[config.mk]
export PLATFORM = sky130hd
export DESIGN_NAME = i2c_rate_prescaler
export DESIGN_NICKNAME = d
export VERILOG_FILES = /design/src/rtl/i2c_presc_pkg.sv /design/src/rtl/rate_store.sv /design/src/rtl/pow2_stage.sv /design/src/rtl/lin_stage.sv /design/src/rtl/phase_fsm.sv /design/src/rtl/i2c_rate_prescaler.sv
export SDC_FILE = /design/constraint.sdc
export NUM_CORES = 1
export LEC_CHECK = 0
export BUFFER_PORTS_ARGS = -buffer_cell sky130_fd_sc_hd__buf_2
export CORE_MARGIN = 4
export CORE_UTILIZATION = 52
export DETAILED_ROUTE_END_ITERATION = 8
export PLACE_DENSITY_LB_ADDON = 0.05
export SLEW_MARGIN = 25
export SYNTH_ARGS = -nofsm -noshare
export SYNTH_HDL_FRONTEND = slang
export SYNTH_HIERARCHICAL = 1
export SYNTH_SLANG_ARGS = --single-unit
[constraint.sdc]
create_clock -name clk -period 4.8 [get_ports clk]
set_clock_uncertainty 0.2 [all_clocks]
set_input_delay 0 -clock clk [delete_from_list [all_inputs] [get_ports clk]]
set_output_delay 0 -clock clk [all_outputs]
set_load 0.05 [all_outputs]
[src/rtl/i2c_presc_pkg.sv]
package i2c_presc_pkg;
    localparam int M_W = 4;
    localparam int N_W = 3;
    localparam logic [7:0] RATE_DEFAULT = 8'h44;

    typedef struct packed {
        logic           rsv;
        logic [M_W-1:0] m;
        logic [N_W-1:0] n;
    } rate_t;

    typedef enum logic [1:0] {
        ST_IDLE = 2'd0,
        ST_LOW  = 2'd1,
        ST_HIGH = 2'd2
    } phase_e;
endpackage

[src/rtl/rate_store.sv]
module rate_store
    import i2c_presc_pkg::*;
(
    input  logic       clk,
    input  logic       rst_n,
    input  logic       soft_rst,
    input  logic       wr,
    input  logic [7:0] wdata,
    input  logic       apply,
    output rate_t      act_o
);
    localparam logic RSV_KEEP = 1'b0;

    rate_t pend_q;
    rate_t act_q;
    rate_t wr_val;

    always_comb begin
        wr_val.rsv = wdata[7] & RSV_KEEP;
        wr_val.m   = wdata[6:3];
        wr_val.n   = wdata[2:0];
    end

    always_ff @(posedge clk or negedge rst_n) begin
        if (!rst_n) begin
            pend_q <= rate_t'(RATE_DEFAULT);
            act_q  <= rate_t'(RATE_DEFAULT);
        end else if (soft_rst) begin
            pend_q <= rate_t'(RATE_DEFAULT);
            act_q  <= rate_t'(RATE_DEFAULT);
        end else begin
            if (wr)
                pend_q <= wr_val;
            if (apply)
                act_q <= pend_q;
        end
    end

    assign act_o = act_q;

    // setting in force moves only on apply or soft reset
    a_r6_hold_until_apply: assert property (@(posedge clk) disable iff (!rst_n)
        !$stable(act_q) |-> $past(apply || soft_rst));
    // discarded bit never reaches the setting in force
    a_r2_rsv_zero: assert property (@(posedge clk) disable iff (!rst_n)
        act_q.rsv == 1'b0);
endmodule

[src/rtl/pow2_stage.sv]
module pow2_stage #(
    parameter int N_W   = 3,
    parameter int EXTRA = 1
) (
    input  logic           clk,
    input  logic           rst_n,
    input  logic           clr,
    input  logic [N_W-1:0] n,
    output logic           pulse
);
    localparam int CW = (1 << N_W) - 1 + EXTRA;

    logic [CW-1:0] cnt_q;
    logic [CW:0]   span;
    logic [CW:0]   lim;

    always_comb begin
        span  = {{CW{1'b0}}, 1'b1} << (int'(n) + EXTRA);
        lim   = span - 1'b1;
        pulse = !clr && (cnt_q == lim[CW-1:0]);
    end

    always_ff @(posedge clk or negedge rst_n) begin
        if (!rst_n)
            cnt_q <= '0;
        else if (clr || pulse)
            cnt_q <= '0;
        else
            cnt_q <= cnt_q + 1'b1;
    end

    // exponential stage never runs past its limit
    a_r3_pow_bound: assert property (@(posedge clk) disable iff (!rst_n)
        {1'b0, cnt_q} <= lim);
endmodule

[src/rtl/lin_stage.sv]
module lin_stage #(
    parameter int M_W = 4
) (
    input  logic           clk,
    input  logic           rst_n,
    input  logic           clr,
    input  logic           step,
    input  logic [M_W-1:0] m,
    output logic           tick
);
    logic [M_W-1:0] cnt_q;

    assign tick = step && (cnt_q == m);

    always_ff @(posedge clk or negedge rst_n) begin
        if (!rst_n)
            cnt_q <= '0;
        else if (clr || tick)
            cnt_q <= '0;
        else if (step)
            cnt_q <= cnt_q + 1'b1;
    end

    // linear stage never runs past M
    a_r3_lin_bound: assert property (@(posedge clk) disable iff (!rst_n)
        cnt_q <= m);
endmodule

[src/rtl/phase_fsm.sv]
module phase_fsm
    import i2c_presc_pkg::*;
#(
    parameter int HALF       = 5,
    parameter int DATA_POS   = 2,
    parameter int SAMPLE_POS = 2
) (
    input  logic clk,
    input  logic rst_n,
    input  logic clr,
    input  logic tick,
    output logic boundary,
    output logic tick_o,
    output logic scl_o,
    output logic fall_o,
    output logic data_o,
    output logic rise_o,
    output logic samp_o
);
    localparam int IW = (HALF > 1) ? $clog2(HALF) : 1;
    localparam logic [IW-1:0] LAST = IW'(HALF - 1);
    localparam logic [IW-1:0] DPOS = IW'(DATA_POS);
    localparam logic [IW-1:0] SPOS = IW'(SAMPLE_POS);

    phase_e        st_q, st_d;
    logic [IW-1:0] idx_q, idx_d;

    assign boundary = tick && (st_q == ST_HIGH) && (idx_q == LAST);

    always_comb begin
        st_d  = st_q;
        idx_d = idx_q;
        if (clr) begin
            st_d  = ST_IDLE;
            idx_d = '0;
        end else if (tick) begin
            unique case (st_q)
                ST_IDLE: begin
                    st_d  = ST_LOW;
                    idx_d = '0;
                end
                ST_LOW: begin
                    if (idx_q == LAST) begin
                        st_d  = ST_HIGH;
                        idx_d = '0;
                    end else begin
                        idx_d = idx_q + 1'b1;
                    end
                end
                ST_HIGH: begin
                    if (idx_q == LAST) begin
                        st_d  = ST_LOW;
                        idx_d = '0;
                    end else begin
                        idx_d = idx_q + 1'b1;
                    end
                end
                default: begin
                    st_d  = ST_IDLE;
                    idx_d = '0;
                end
            endcase
        end
    end

    always_ff @(posedge clk or negedge rst_n) begin
        if (!rst_n) begin
            st_q  <= ST_IDLE;
            idx_q <= '0;
        end else begin
            st_q  <= st_d;
            idx_q <= idx_d;
        end
    end

    always_ff @(posedge clk or negedge rst_n) begin
        if (!rst_n) begin
            tick_o <= 1'b0;
            scl_o  <= 1'b1;
            fall_o <= 1'b0;
            data_o <= 1'b0;
            rise_o <= 1'b0;
            samp_o <= 1'b0;
        end else begin
            tick_o <= tick && !clr;
            scl_o  <= (st_d != ST_LOW);
            fall_o <= tick && !clr && (st_d == ST_LOW)  && (idx_d == '0) && (st_q != ST_LOW);
            data_o <= tick && !clr && (st_d == ST_LOW)  && (idx_d == DPOS);
            rise_o <= tick && !clr && (st_d == ST_HIGH) && (idx_d == '0);
            samp_o <= tick && !clr && (st_d == ST_HIGH) && (idx_d == SPOS);
        end
    end

    // phase strobes are mutually exclusive
    a_r9_onehot: assert property (@(posedge clk) disable iff (!rst_n)
        $onehot0({fall_o, data_o, rise_o, samp_o}));
    // every strobe lands on a sample tick
    a_r5_on_tick: assert property (@(posedge clk) disable iff (!rst_n)
        (fall_o || data_o || rise_o || samp_o) |-> tick_o);
    // rise strobe marks a real low-to-high change
    a_r4_rise_edge: assert property (@(posedge clk) disable iff (!rst_n)
        $rose(rise_o) |-> (scl_o && !$past(scl_o)));
    // fall strobe marks a real high-to-low change
    a_r4_fall_edge: assert property (@(posedge clk) disable iff (!rst_n)
        $rose(fall_o) |-> (!scl_o && $past(scl_o)));
endmodule

[src/rtl/i2c_rate_prescaler.sv]
module i2c_rate_prescaler
    import i2c_presc_pkg::*;
#(
    parameter int POW_EXTRA  = 1,
    parameter int HALF       = 5,
    parameter int DATA_POS   = 2,
    parameter int SAMPLE_POS = 2
) (
    input  logic       clk,
    input  logic       rst_n,
    input  logic       soft_rst,
    input  logic       run,
    input  logic       cfg_wr,
    input  logic [7:0] cfg_data,
    output logic [7:0] rate_q,
    output logic       tick_o,
    output logic       scl_o,
    output logic       fall_o,
    output logic       data_o,
    output logic       rise_o,
    output logic       samp_o
);
    rate_t act;
    logic  clr;
    logic  pre_pulse;
    logic  tick;
    logic  boundary;
    logic  apply;

    assign clr    = soft_rst || !run;
    assign apply  = !run || boundary;
    assign rate_q = act;

    rate_store u_store (
        .clk      (clk),
        .rst_n    (rst_n),
        .soft_rst (soft_rst),
        .wr       (cfg_wr),
        .wdata    (cfg_data),
        .apply    (apply),
        .act_o    (act)
    );

    pow2_stage #(.N_W(N_W), .EXTRA(POW_EXTRA)) u_pow2 (
        .clk   (clk),
        .rst_n (rst_n),
        .clr   (clr),
        .n     (act.n),
        .pulse (pre_pulse)
    );

    lin_stage #(.M_W(M_W)) u_lin (
        .clk   (clk),
        .rst_n (rst_n),
        .clr   (clr),
        .step  (pre_pulse),
        .m     (act.m),
        .tick  (tick)
    );

    phase_fsm #(.HALF(HALF), .DATA_POS(DATA_POS), .SAMPLE_POS(SAMPLE_POS)) u_fsm (
        .clk      (clk),
        .rst_n    (rst_n),
        .clr      (clr),
        .tick     (tick),
        .boundary (boundary),
        .tick_o   (tick_o),
        .scl_o    (scl_o),
        .fall_o   (fall_o),
        .data_o   (data_o),
        .rise_o   (rise_o),
        .samp_o   (samp_o)
    );

    // stopping silences the line one clock later
    a_r7_idle_quiet: assert property (@(posedge clk) disable iff (!rst_n)
        !run |=> (scl_o && !tick_o));
    // soft reset returns to the default setting
    a_r8_soft_default: assert property (@(posedge clk) disable iff (!rst_n)
        soft_rst |=> (rate_q == RATE_DEFAULT && scl_o));
endmodule

==> run_results.csv, run 1 <==
group,metric,value,unit
routing,num_vias,1620,
logic_synthesis,mappedNetlistArea,2190,sq um
sta,rsz0062_at_grt,"no",
routing,drt-total-wl,4220,um
logic_synthesis,synth.ff_latch_count,37,
routing,drt_iter0_drc,75,
worst_setup_path,end_kind,"register",
cts,clock-sinks,37,
worst_setup_path,path_buf_inv,1,
floorplan,dieWidth,72.9,um
job,drv_cap,0,
floorplan,die-area,5310,sq um
worst_setup_path,critPathMaxFanout,12,
worst_setup_path,start_kind,"register",
floorplan,rows,23,
floorplan,start_util,54.3,%
cts,cts_root_buf,"clkbuf_8",
power_and_ir_drop,pwr-share-comb,11.4,%
logic_synthesis,yosysSeqAreaShare,42.6,%
sta,clock.fmax,231,MHz
global_routing,grt_antenna_before_repair,0,
logic_synthesis,syn_avg_cell_area,10.8,sq um
sta,worstMarginPinSlew,0.791,ns
cells_and_area,final_common_cell,"dfrtp_1",
routing,drc,0,
power_and_ir_drop,ir_worst_vdd,0.154,mV
routing,wire_per_inst,14.3,um
power_and_ir_drop,swShare,22.3,%
global_routing,grt_pass1_wl,7390,um
cells_and_area,layout_common_cells,"32 x dfrtp_1, 24 x buf_2, 21 x dlygate4sd3_1",
cts,tritoncts,"yes",
worst_setup_path,critPathKind,"reg2reg",
sta,setup_viol,0,
floorplan,die_y,72.9,um
worst_setup_path,reg2reg_depth,13,
logic_synthesis,syn_inst,203,
global_routing,gr-total-overflow,0,
power_and_ir_drop,power_frac_seq,48.5,%
logic_synthesis,syn_nets,224,
sta,fin_crit,4.33,ns
floorplan,ioPinCount,27,
global_routing,met1_usage,22.6,%
cts,cts_max_level,2,
global_routing,grt_busiest_layer,"met2",
cells_and_area,nets,266,
routing,avgViaCountPerCell,5.47,
worst_setup_path,rr_startpoint,"u_store/act_o[0]$_DFFE_PN0P_",
logic_synthesis,synth_cell_type_count,56,
logic_synthesis,ys.flop_type,"dfrtp_1",
outcome,status,"finished clean",
worst_setup_path,path_cells,"or3_1, ha_1, or4b_1, nand3_1, o211ai_2, a21oi_4, and2b_1, o2111a_1, and2_1, buf_4, nand2b_4, or4_4, nor4_2",
worst_setup_path,r2r_slack,0.47,ns
cells_and_area,num_antenna_cells,0,
power_and_ir_drop,p_per_area,258,nW/um^2
placement,io_buffers,24,
cts,clock_path_buffers,2,
cts,clock_latency,0.28,ns
global_routing,met3_usage,3.86,%
worst_setup_path,crit_cells,13,
global_routing,grt_pass1_vias,1672,
global_routing,grt_max_degree,38,
power_and_ir_drop,p_int,0.000524,W
worst_setup_path,crit_required,4.79,ns
placement,dpl.hpwl,2850,um
logic_synthesis,synthArstFlopShare,100,%
worst_setup_path,arrival,4.32,ns
routing,first_pass_iters,4,
logic_synthesis,synth_edf_count,0,
logic_synthesis,yosysWarnings,6,
worst_setup_path,slowest_stage,"or4b_1",
power_and_ir_drop,p_leak,1.17,nW
routing,ant_nets,0,
placement,gp_congestion,0.878,
cts,path_clk_slew,0.07,ns
worst_setup_path,cp_top_family,"simple AND/OR/NAND/NOR gates",
sta,final_max_slew_viol_count,0,
sta,min_period_over_period,90.2,%
cts,cts_resized,0,
floorplan,coreArea,4030,sq um
cells_and_area,drive_above_1_share,21.1,%
power_and_ir_drop,power_switching,0.000151,W
hold_path,hp-class,"in2async",
global_routing,grtUsageTotal,17.7,%
cts,cts_inserted_buffers,5,
sta,setup_tns,0,ns
power_and_ir_drop,power.clock.fraction,40.1,%
sta,max_slew_margin,47.3,%
sta,hold_viol,0,
worst_setup_path,reg2reg_to,"u_fsm/rise_o$_DFF_PN0_",
cells_and_area,area_growth,19.7,%
sta,whs,0.139,ns
worst_setup_path,max_stage_delay,0.54,ns
global_routing,grt_util_met2,30.1,%
worst reg2reg max path: cells and delay by family, from the launching register on:
family | cells | cell delay [ns]
adder cells (fa/ha/maj) | 1 | 0.30
flip-flops | 1 | 0.50
AND/OR/NAND/NOR | 8 | 2.36
AO/OA/AOI/OAI | 3 | 0.68
buffers and inverters | 1 | 0.19
cell families (layout without fill, tap and decap cells):
group                    Yosys count  in the layout  share of synthesized area, %
AO/OA/AOI/OAI                     35             35                          14.1
XOR/XNOR                          15             15                          6.00
adder cells (fa/ha/maj)            8              8                          4.57
buffers and inverters             21             64                          5.77
flip-flops                        37             37                          42.6
multiplexers                      13             13                          5.95
other                              2              2                         0.343
AND/OR/NAND/NOR                   72             72                          20.6
through the flow:
step | std cells | power [W] | util (%) | cell area [sq um] | setup slack, ns
6_report | 296 | 0.000675 | 65.0 | 2620 | 0.472
3_5_place_dp | 267 | 0.000394 | 56.9 | 2290 | 0.510
3_3_place_gp | 267 | 0.000392 | 56.9 | 2290 | 0.610
2_1_floorplan | 203 | 0.000379 | - | 2190 | 0.510
4_1_cts | 296 | 0.000685 | 65.0 | 2620 | 0.501
5_1_grt | 296 | 0.000705 | 65.0 | 2620 | 0.241
metal layers:
layer | part of all wire (%) | wire [um]
met5 | 0 | 0
met4 | 0.95 | 40
met3 | 3.1 | 131
met2 | 51 | 2150
met1 | 45 | 1900
Yosys cell counts (3+ instances only):
| library cell | instances | area, sq um |
|---|---|---|
| inv_1 | 9 | 33.8 |
| dfrtp_1 | 32 | 801 |
| nor2b_2 | 4 | 35.0 |
| mux2i_1 | 13 | 130 |
| ha_1 | 8 | 100 |
| buf_2 | 5 | 25.0 |
| nor3b_1 | 5 | 37.5 |
| xor2_1 | 8 | 70.1 |
| nor3_1 | 8 | 40.0 |
| dfstp_2 | 5 | 131 |
| nor2_1 | 15 | 56.3 |
| xnor2_1 | 7 | 61.3 |
| nand2b_1 | 6 | 37.5 |
| nand3_1 | 8 | 40.0 |
| nand2_1 | 4 | 15.0 |
| a211oi_1 | 5 | 37.5 |
| buf_6 | 5 | 56.3 |
| a31oi_1 | 3 | 18.8 |
| a211o_1 | 4 | 35.0 |
state kept, by name, indices dropped and copies added, names as in the netlist:
signal,cells
u_fsm/st_q,2
u_fsm/fall_o,1
u_store/act_o,7
u_fsm/tick_o,1
u_store/pend_q,7
u_pow2/cnt_q,8
u_fsm/idx_q,3
u_fsm/data_o,1
u_fsm/scl_o,1
u_fsm/rise_o,1
u_lin/cnt_q,4
u_fsm/samp_o,1
cell type report:
class,instances,area (sq um)
well taps,50,62.6
flip-flops and latches,37,932
clock inverters,1,30.0
clock buffers,7,86.3
inverters,9,33.8
multi-input cells,145,1130
repair buffers,47,345
fillers,324,1410
how the worst max path moves through the flow:
stage | start | to | slack [ns]
after floorplan | u_store/act_o[1]$_DFFE_PN0P_ | u_store/act_o[6]$_DFFE_PN1P_ | 0.51
after global placement | u_store/act_o[0]$_DFFE_PN0P_ | u_fsm/rise_o$_DFF_PN0_ | 0.61
after detailed placement | u_store/act_o[0]$_DFFE_PN0P_ | u_fsm/rise_o$_DFF_PN0_ | 0.51
after CTS | u_store/act_o[0]$_DFFE_PN0P_ | u_fsm/rise_o$_DFF_PN0_ | 0.50
after global routing | u_store/act_o[0]$_DFFE_PN0P_ | u_fsm/rise_o$_DFF_PN0_ | 0.24
final | u_store/act_o[0]$_DFFE_PN0P_ | u_fsm/rise_o$_DFF_PN0_ | 0.47
power groups by stage:
stage	Combinational [W]	Clock, W	Sequential (W)
floorplan	0.0000394	0	0.000340
global placement	0.0000587	0	0.000333
detailed placement	0.0000611	0	0.000333
CTS	0.0000766	0.000281	0.000327
global route	0.0000838	0.000293	0.000329
finish	0.0000770	0.000271	0.000328
timing repair:
| action | CTS | global route |
|---|---|---|
| hold buffers | 21 | 0 |
| endpoints found under the hold margin | 46 | 0 |
| setup buffers | 0 | 0 |
Note: power is estimated with default switching activity, not from simulation.
==> run 2, diff against run 1 <==
--- a/config.mk
+++ b/config.mk
@@ -7,7 +7,7 @@
 export LEC_CHECK = 0
 export BUFFER_PORTS_ARGS = -buffer_cell sky130_fd_sc_hd__buf_2
 export CORE_MARGIN = 4
-export CORE_UTILIZATION = 52
+export CORE_UTILIZATION = 58
 export DETAILED_ROUTE_END_ITERATION = 8
 export PLACE_DENSITY_LB_ADDON = 0.05
 export SLEW_MARGIN = 25
==> run_results.csv, run 2 (synthesized netlist as in run 1, its figures left out) <==
group,metric,value,unit
outcome,status,"finished clean",
power_and_ir_drop,p_per_area,263,nW/um^2
cts,cts_max_level,2,
cells_and_area,final_common_cell,"dfrtp_1",
routing,drt_iter0_drc,108,
power_and_ir_drop,ir_worst_vdd,0.231,mV
floorplan,die_y,69.4,um
placement,io_buffers,24,
power_and_ir_drop,p_leak,1.17,nW
routing,drt-total-wl,4530,um
global_routing,grt_pass1_vias,1660,
cts,clock_latency,0.30,ns
floorplan,die-area,4820,sq um
worst_setup_path,r2r_slack,0.48,ns
global_routing,met1_usage,24.8,%
cells_and_area,num_antenna_cells,0,
sta,rsz0062_at_grt,"no",
sta,min_period_over_period,90.0,%
sta,worstMarginPinSlew,0.795,ns
placement,dp.cells,265,
sta,max_slew_margin,47.0,%
worst_setup_path,reg2reg_depth,14,
cells_and_area,drive_above_1_share,21.5,%
floorplan,ioPinCount,27,
cts,clock-sinks,37,
floorplan,rows,22,
global_routing,grt_busiest_layer,"met2",
sta,setup_tns,0,ns
hold_path,hp-class,"in2async",
routing,wire_per_inst,15.4,um
routing,ant_nets,0,
cts,tritoncts,"yes",
cells_and_area,largest_reg_flops,8,
global_routing,grt_max_degree,38,
cells_and_area,layout_common_cells,"32 x dfrtp_1, 24 x buf_2, 21 x dlygate4sd3_1",
cts,cts_resized,0,
floorplan,start_util,59.8,%
placement,gp_congestion,0.801,
cells_and_area,area_growth,19.8,%
worst_setup_path,reg2reg_to,"u_store/act_o[4]$_DFFE_PN0P_",
floorplan,coreArea,3660,sq um
cts,path_clk_slew,0.08,ns
sta,setup_viol,0,
power_and_ir_drop,total_power,0.000689,W
worst_setup_path,rr_startpoint,"u_store/act_o[0]$_DFFE_PN0P_",
worst_setup_path,arrival,4.30,ns
cells_and_area,top_register,"u_pow2/cnt_q",
global_routing,grt_pass1_wl,7870,um
placement,dpl.hpwl,2940,um
global_routing,grt_antenna_before_repair,0,
worst_setup_path,critPathMaxFanout,11,
global_routing,grtUsageTotal,20.2,%
sta,clock.fmax,232,MHz
worst_setup_path,crit_start,"u_store/act_o[0]$_DFFE_PN0P_",
worst_setup_path,crit_required,4.78,ns
floorplan,dieWidth,69.4,um
sta,hold_viol,0,
job,drv_cap,0,
routing,drc,0,
worst_setup_path,start_kind,"register",
cells_and_area,fillers,268,
routing,num_vias,1645,
global_routing,grt_util_met2,34.7,%
cts,clock_path_buffers,2,
global_routing,met3_usage,4.49,%
cts,cts_inserted_buffers,5,
sta,final_max_slew_viol_count,0,
worst_setup_path,end_kind,"register",
cells_and_area,final_cells,294,
worst_setup_path,cp-endpoint,"u_store/act_o[4]$_DFFE_PN0P_",
global_routing,gr-total-overflow,0,
routing,avgViaCountPerCell,5.60,
sta,fin_crit,4.32,ns
worst_setup_path,critPathKind,"reg2reg",
routing,first_pass_iters,4,
cells_and_area,nets,266,
cts,cts_root_buf,"clkbuf_8",
[run 2: cell count changes in the layout (fill, tap and decap cells not counted)]
cell / change
clkbuf_1: -1
clkinvlp_4: +1
[run 2: area by class of cell]
cell class | instances | area [sq um] | area share [%]
Multi-Input combinational cell | 145 | 1130 | 43.1
Sequential cell | 37 | 932 | 35.6
Timing Repair Buffer | 47 | 345 | 13.2
Clock buffer | 6 | 82.6 | 3.15
Tap cell | 48 | 60.1 | 2.29
Clock inverter | 2 | 37.5 | 1.43
Inverter | 9 | 33.8 | 1.29
[run 2: worst min path at each step]
stage,slack (ns),cells past startpoint,endpoint,start
after floorplan,-0.50,0,u_fsm/data_o$_DFF_PN0_,rst_n
after global placement,-0.09,1,u_fsm/data_o$_DFF_PN0_,rst_n
after detailed placement,-0.07,1,u_fsm/data_o$_DFF_PN0_,rst_n
after CTS,0.16,2,u_fsm/idx_q[0]$_DFF_PN0_,rst_n
after global routing,0.20,2,u_fsm/fall_o$_DFF_PN0_,rst_n
final,0.11,2,u_fsm/idx_q[2]$_DFF_PN0_,rst_n
[run 2: through the flow]
| step | area [sq um] | hold WS (ns) | util, % | setup WS, ns |
|---|---|---|---|---|
| after CTS | 2620 | 0.155 | 71.6 | 0.539 |
| after detailed placement | 2290 | -0.0695 | 62.6 | 0.558 |
| after global routing | 2620 | 0.202 | 71.6 | 0.234 |
| after floorplan | 2190 | -0.496 | - | 0.510 |
| final | 2620 | 0.111 | 71.6 | 0.482 |
| after global placement | 2290 | -0.0860 | 62.6 | 0.636 |
[run 2: power breakdown]
| part | switching, W | total [W] | internal, W |
|---|---|---|---|
| Sequential | 0.00000756 | 0.000328 | 0.000320 |
| Combinational | 0.0000431 | 0.0000778 | 0.0000347 |
| Clock | 0.000115 | 0.000283 | 0.000169 |
[run 2: critical path, cell delays in order (launching register included)]
cell and delay, ns:
dfrtp_1 0.49, or3_1 0.39, ha_1 0.30, or4b_1 0.53, nand3_1 0.11, o211ai_2 0.11, a21oi_4 0.25, and2b_1 0.30
o2111a_1 0.33, and2_1 0.24, nand2_1 0.07, nor2_1 0.07, nand2b_1 0.46, mux2i_1 0.28, nor2_1 0.07
[run 2: repair_timing]
item	in CTS	in global routing
buffers inserted	0	0
hold buffers	21	0
hold endpoints to repair	46	0
[run 2: per-layer routing]
layer,part of all wire [%],vias up
met3,3.3,7
met4,1.6,0
li1,-,803
met5,0,-
met2,53,24
met1,42,811
